File: src/rtl/i2c_guard_pkg.sv
package i2c_guard_pkg;

    localparam int NUM_CAUSES = 3;
    localparam int IDX_SCL_CLASH  = 0;
    localparam int IDX_SDA_CLASH  = 1;
    localparam int IDX_SDA_WOBBLE = 2;

    typedef logic [NUM_CAUSES-1:0] cause_vec_t;

    typedef struct packed {
        logic scl;
        logic sda;
    } bus_pair_t;

    typedef enum logic [1:0] {
        WIN_CLOSED = 2'd0,
        WIN_FIRST  = 2'd1,
        WIN_OPEN   = 2'd2
    } win_state_e;

    function automatic logic any_enabled(cause_vec_t f, cause_vec_t en);
        return |(f & en);
    endfunction

    function automatic logic released_but_low(logic drive, logic seen);
        return drive & ~seen;
    endfunction

endpackage

File: src/rtl/line_sync.sv
module line_sync #(
    parameter int   STAGES  = 2,
    parameter logic RST_VAL = 1'b1
) (
    input  logic clk,
    input  logic rst,
    input  logic clr,
    input  logic d,
    output logic q
);
    logic [STAGES-1:0] chain;

    always_ff @(posedge clk) begin
        if (rst || clr) begin
            chain <= {STAGES{RST_VAL}};
        end else begin
            chain <= {chain[STAGES-2:0], d};
        end
    end

    assign q = chain[STAGES-1];
endmodule

File: src/rtl/fault_detect.sv
module fault_detect
    import i2c_guard_pkg::*;
(
    input  logic       clk,
    input  logic       rst,
    input  logic       clr,
    input  bus_pair_t  drv,
    input  bus_pair_t  seen,
    input  logic       rx_phase,
    input  logic       high_win,
    input  logic       cond_gen,
    output cause_vec_t hit
);
    logic       scl_mis, sda_mis;
    logic       scl_mis_q, sda_mis_q;
    logic       sda_prev;
    win_state_e win_st;

    assign scl_mis = high_win & released_but_low(drv.scl, seen.scl);
    assign sda_mis = high_win & ~rx_phase & released_but_low(drv.sda, seen.sda);

    always_ff @(posedge clk) begin
        if (rst || clr) begin
            scl_mis_q <= 1'b0;
            sda_mis_q <= 1'b0;
            sda_prev  <= 1'b1;
            win_st    <= WIN_CLOSED;
        end else begin
            scl_mis_q <= scl_mis;
            sda_mis_q <= sda_mis;
            sda_prev  <= seen.sda;
            if (!high_win)                win_st <= WIN_CLOSED;
            else if (win_st == WIN_CLOSED) win_st <= WIN_FIRST;
            else                          win_st <= WIN_OPEN;
        end
    end

    always_comb begin
        hit = '0;
        hit[IDX_SCL_CLASH]  = scl_mis & scl_mis_q;
        hit[IDX_SDA_CLASH]  = sda_mis & sda_mis_q;
        hit[IDX_SDA_WOBBLE] = high_win & (win_st != WIN_CLOSED) & rx_phase
                              & ~cond_gen & (seen.sda != sda_prev);
    end
endmodule

File: src/rtl/sticky_bank.sv
module sticky_bank #(
    parameter int N = 3
) (
    input  logic         clk,
    input  logic         rst,
    input  logic         clr_all,
    input  logic [N-1:0] set,
    input  logic [N-1:0] w1c,
    output logic [N-1:0] q
);
    for (genvar i = 0; i < N; i++) begin : g_bit
        always_ff @(posedge clk) begin
            if (rst || clr_all) q[i] <= 1'b0;
            else if (set[i])    q[i] <= 1'b1;
            else if (w1c[i])    q[i] <= 1'b0;
        end
    end
endmodule

File: src/rtl/i2c_bus_guard.sv
module i2c_bus_guard
    import i2c_guard_pkg::*;
#(
    parameter int SYNC_STAGES = 2
) (
    input  logic                  clk,
    input  logic                  rst,
    input  logic                  soft_clr,
    input  logic                  drv_scl,
    input  logic                  drv_sda,
    input  logic                  line_scl,
    input  logic                  line_sda,
    input  logic                  rx_phase,
    input  logic                  high_win,
    input  logic                  cond_gen,
    input  logic [NUM_CAUSES-1:0] clr_w1c,
    input  logic [NUM_CAUSES-1:0] irq_en,
    output logic [NUM_CAUSES-1:0] flags,
    output logic                  irq
);
    localparam int NUM_LINES = 2;

    logic [NUM_LINES-1:0] raw_vec, sync_vec;
    bus_pair_t            drv_p, seen_p;
    cause_vec_t           hit;

    assign raw_vec = {line_scl, line_sda};

    for (genvar l = 0; l < NUM_LINES; l++) begin : g_sync
        line_sync #(.STAGES(SYNC_STAGES), .RST_VAL(1'b1)) u_sync (
            .clk (clk),
            .rst (rst),
            .clr (soft_clr),
            .d   (raw_vec[l]),
            .q   (sync_vec[l])
        );
    end

    assign seen_p = bus_pair_t'(sync_vec);
    assign drv_p  = '{scl: drv_scl, sda: drv_sda};

    fault_detect u_det (
        .clk      (clk),
        .rst      (rst),
        .clr      (soft_clr),
        .drv      (drv_p),
        .seen     (seen_p),
        .rx_phase (rx_phase),
        .high_win (high_win),
        .cond_gen (cond_gen),
        .hit      (hit)
    );

    sticky_bank #(.N(NUM_CAUSES)) u_flags (
        .clk     (clk),
        .rst     (rst),
        .clr_all (soft_clr),
        .set     (hit),
        .w1c     (clr_w1c),
        .q       (flags)
    );

    assign irq = any_enabled(flags, irq_en);
endmodule

File: config.mk
export PLATFORM = sky130hd
export DESIGN_NAME = i2c_bus_guard
export DESIGN_NICKNAME = d
export VERILOG_FILES = /design/src/rtl/i2c_guard_pkg.sv /design/src/rtl/line_sync.sv /design/src/rtl/fault_detect.sv /design/src/rtl/sticky_bank.sv /design/src/rtl/i2c_bus_guard.sv
export SDC_FILE = /design/constraint.sdc
export NUM_CORES = 1
export LEC_CHECK = 0
export ABC_CLOCK_PERIOD_IN_PS = 2100
export CAP_MARGIN = 20
export CORE_AREA = 8 8 45 47
export CTS_CLUSTER_SIZE = 10
export DETAILED_ROUTE_END_ITERATION = 10
export DIE_AREA = 0 0 53 55
export GPL_TIMING_DRIVEN = 0
export PLACE_DENSITY = 0.67
export SLEW_MARGIN = 20
export SYNTH_ARGS = -nofsm -noshare
export SYNTH_HDL_FRONTEND = slang
export SYNTH_HIERARCHICAL = 1
export SYNTH_SLANG_ARGS = --single-unit
File: constraint.sdc
create_clock -name clk -period 2.1 [get_ports clk]
set_input_delay 0.42 -clock clk [delete_from_list [all_inputs] [get_ports clk]]
set_output_delay 0.42 -clock clk [all_outputs]
set_load 0.02 [all_outputs]
==> qor.yml <==
slew_violations: 0
p_leak_nw: 0.249
grt_max_degree: 8
wire_per_inst_um: 11.8
finalHoldViolCount: 0
fp.dieH_um: 55
clkSinkCount: 12
grt_pass1_wl_um: 1480
p_total_uw: 407
clockBufferDepth: 2
antenna-diode-count: 0
finClkSkew_ns: 0.000612
place_ws_ns: -0.0582
max_freq_mhz: 519
place_area_um2: 662
worst-endpoint-required_ns: 1.68
max_slew_margin_pct: 82.7
grt_pass1_vias: 376
fin_crit_ns: 1.93
hpwl_um: 765
grt_remaining_overflow: 0
place.gp.congestion: 0.700
drc: 0
syn_avg_cell_area_um2: 11.0
powerDensity_nw_per_um2: 595
critPathMaxFanout: 1
peakVddDrop_mv: 0.316
drt_first_pass_iters: 4
period_share_pct: 91.8
synth-seq-area-share_pct: 53.2
synth_edf_count: 0
num_vias: 367
wl_um: 934
grt_antenna_before_repair: 0
critPathKind: "primary input to primary output"
drive_gt1_share_pct: 15.9
synth.area.top_cells: "dfxtp_1 (53%), or3_1 (6.9%), a21oi_2 (5.8%)"
startpoint_type: "primary input"
r2r_cells: 4
grt_util_all_layers_pct: 6.96
die-area_um2: 2920
crit_path_end_kind: "primary output"
yosysMostFrequentCell: "dfxtp_1"
finalCoreUtilization_pct: 49.4
synthCells: 41
die_w_um: 53
rsz0062_at_grt: "no"
syn_area_um2: 452
clk_pin_slew_ns: 0.07
synth_seq_cells: 12
antenna_left: 0
setup_slack_ns: 0.173
worstSkewPairLatency_ns: 0.26
pin_count: 20
coreArea_um2: 1380
synth_common_cells: "dfxtp_1 (12), or3_1 (5), inv_1 (4)"
worst_pin_slew_ns: 0.260
hold_path_class: "register to register"
cts-root-buf: "clkbuf_4"
min_path_cells: 1
synth.top_cell.area_share_pct: 53.2
finalSetupViolations: 0
cp.arrival_ns: 1.51
status: "finished, final reports clean"
drv_cap: 0
syn_to_final_growth_pct: 51.2
routed_via_density: 4.65
initial_utilization_pct: 32.6
synth_largest_area_cell: "dfxtp_1"
ys.flop_type: "dfxtp_1"
numCtsBuffers: 3
hold_buffers: 0
h-tree-depth: 1
nNetsFinal: 81
yosysUniqueCellTypes: 17
yosysWarnings: 6
syn_nets: 57
port_buffers: 19
std_cell_rows: 14
drtIter0Drc: 7
synth-async-reset-ratio_pct: 0
tritoncts: "built"
final_area_um2: 683
layer usage:
layer,up-vias,wire length (um),share of wire [%],GRT usage [%]
met5,-,0,0,0
met4,0,0,0,5.17
met2,18,387,41,10.4
met1,159,404,43,7.21
met3,0,142,15,4.01
li1,190,-,-,-
what timing repair did:
| item | CTS | global route |
|---|---|---|
| gates resized for setup | 1 | 0 |
| endpoints found under the setup margin | 1 | 0 |
| setup buffers | 0 | 0 |
cell families after synthesis:
kind of cell / count (synthesis) / share of synthesized area (%)
flip-flops: 12 / 53.2
AO/OA/AOI/OAI: 4 / 8.03
buffers and inverters: 4 / 3.32
AND/OR/NAND/NOR: 20 / 33.5
XOR/XNOR: 1 / 1.94
cells in the final DEF (no fill, tap or decap):
cell type / synthesis / final
or3b_4: 1 / 1
inv_1: 4 / 4
dlygate4sd2_1: 0 / 1
nand2b_1: 3 / 3
and4b_1: 1 / 1
or3_1: 5 / 5
a222oi_1: 1 / 1
nor4b_4: 1 / 1
dfxtp_1: 12 / 12
nor3_1: 1 / 1
clkbuf_4: 0 / 3
and4_1: 1 / 1
nor3b_2: 1 / 1
nor4_1: 1 / 1
or2_4: 1 / 1
clkdlybuf4s50_1: 0 / 18
a21oi_2: 3 / 3
nor2_1: 3 / 3
nand2_1: 1 / 1
xnor2_1: 1 / 1
critical path, stage by stage:
cell and delay [ns]:
clkdlybuf4s50_1 0.40, a222oi_1 0.30, inv_1 0.06, dlygate4sd2_1 0.32
power breakdown:
part           switching (mW)  internal (mW)  total (mW)
sequential            0.00143          0.231       0.232
clock                  0.0652         0.0661       0.131
combinational          0.0123         0.0309      0.0432
through the flow:
step / instances / TNS, ns / hold slack (ns)
2_1_floorplan: 41 / 0 / 0.384
3_3_place_gp: 76 / -0.0399 / 0.393
3_5_place_dp: 76 / -0.0582 / 0.394
4_1_cts: 79 / 0 / 0.414
5_1_grt: 79 / 0 / 0.436
6_report: 79 / 0 / 0.408
sequential cells by signal (all words and copies together) (netlist names):
signal               cells
u_det/sda_mis_q          1
u_flags/q                3
u_det/win_st             2
g_sync.u_sync/chain      4
u_det/scl_mis_q          1
u_det/sda_prev           1
final timing paths:
check	startpoint	slack [ns]	to
worst max-delay path	irq_en[0]	0.17	irq
worst min register to register	g_sync[0].u_sync/chain[0]$_SDFF_PP1_	0.41	g_sync[0].u_sync/chain[1]$_SDFF_PP1_
worst min-delay path	g_sync[0].u_sync/chain[0]$_SDFF_PP1_	0.41	g_sync[0].u_sync/chain[1]$_SDFF_PP1_
worst max register to register	g_sync[0].u_sync/chain[1]$_SDFF_PP1_	1.12	u_flags/q[2]$_SDFFE_PP0P_
cell type report:
class,instances,area (um2)
Inverter,4,15.0
Fill cell,143,701
Tap cell,16,20.0
Clock buffer,3,22.5
Timing Repair Buffer,19,189
Sequential cell,12,240
Multi-Input combinational cell,25,196
No activity file was read; power rests on OpenSTA's default activity.
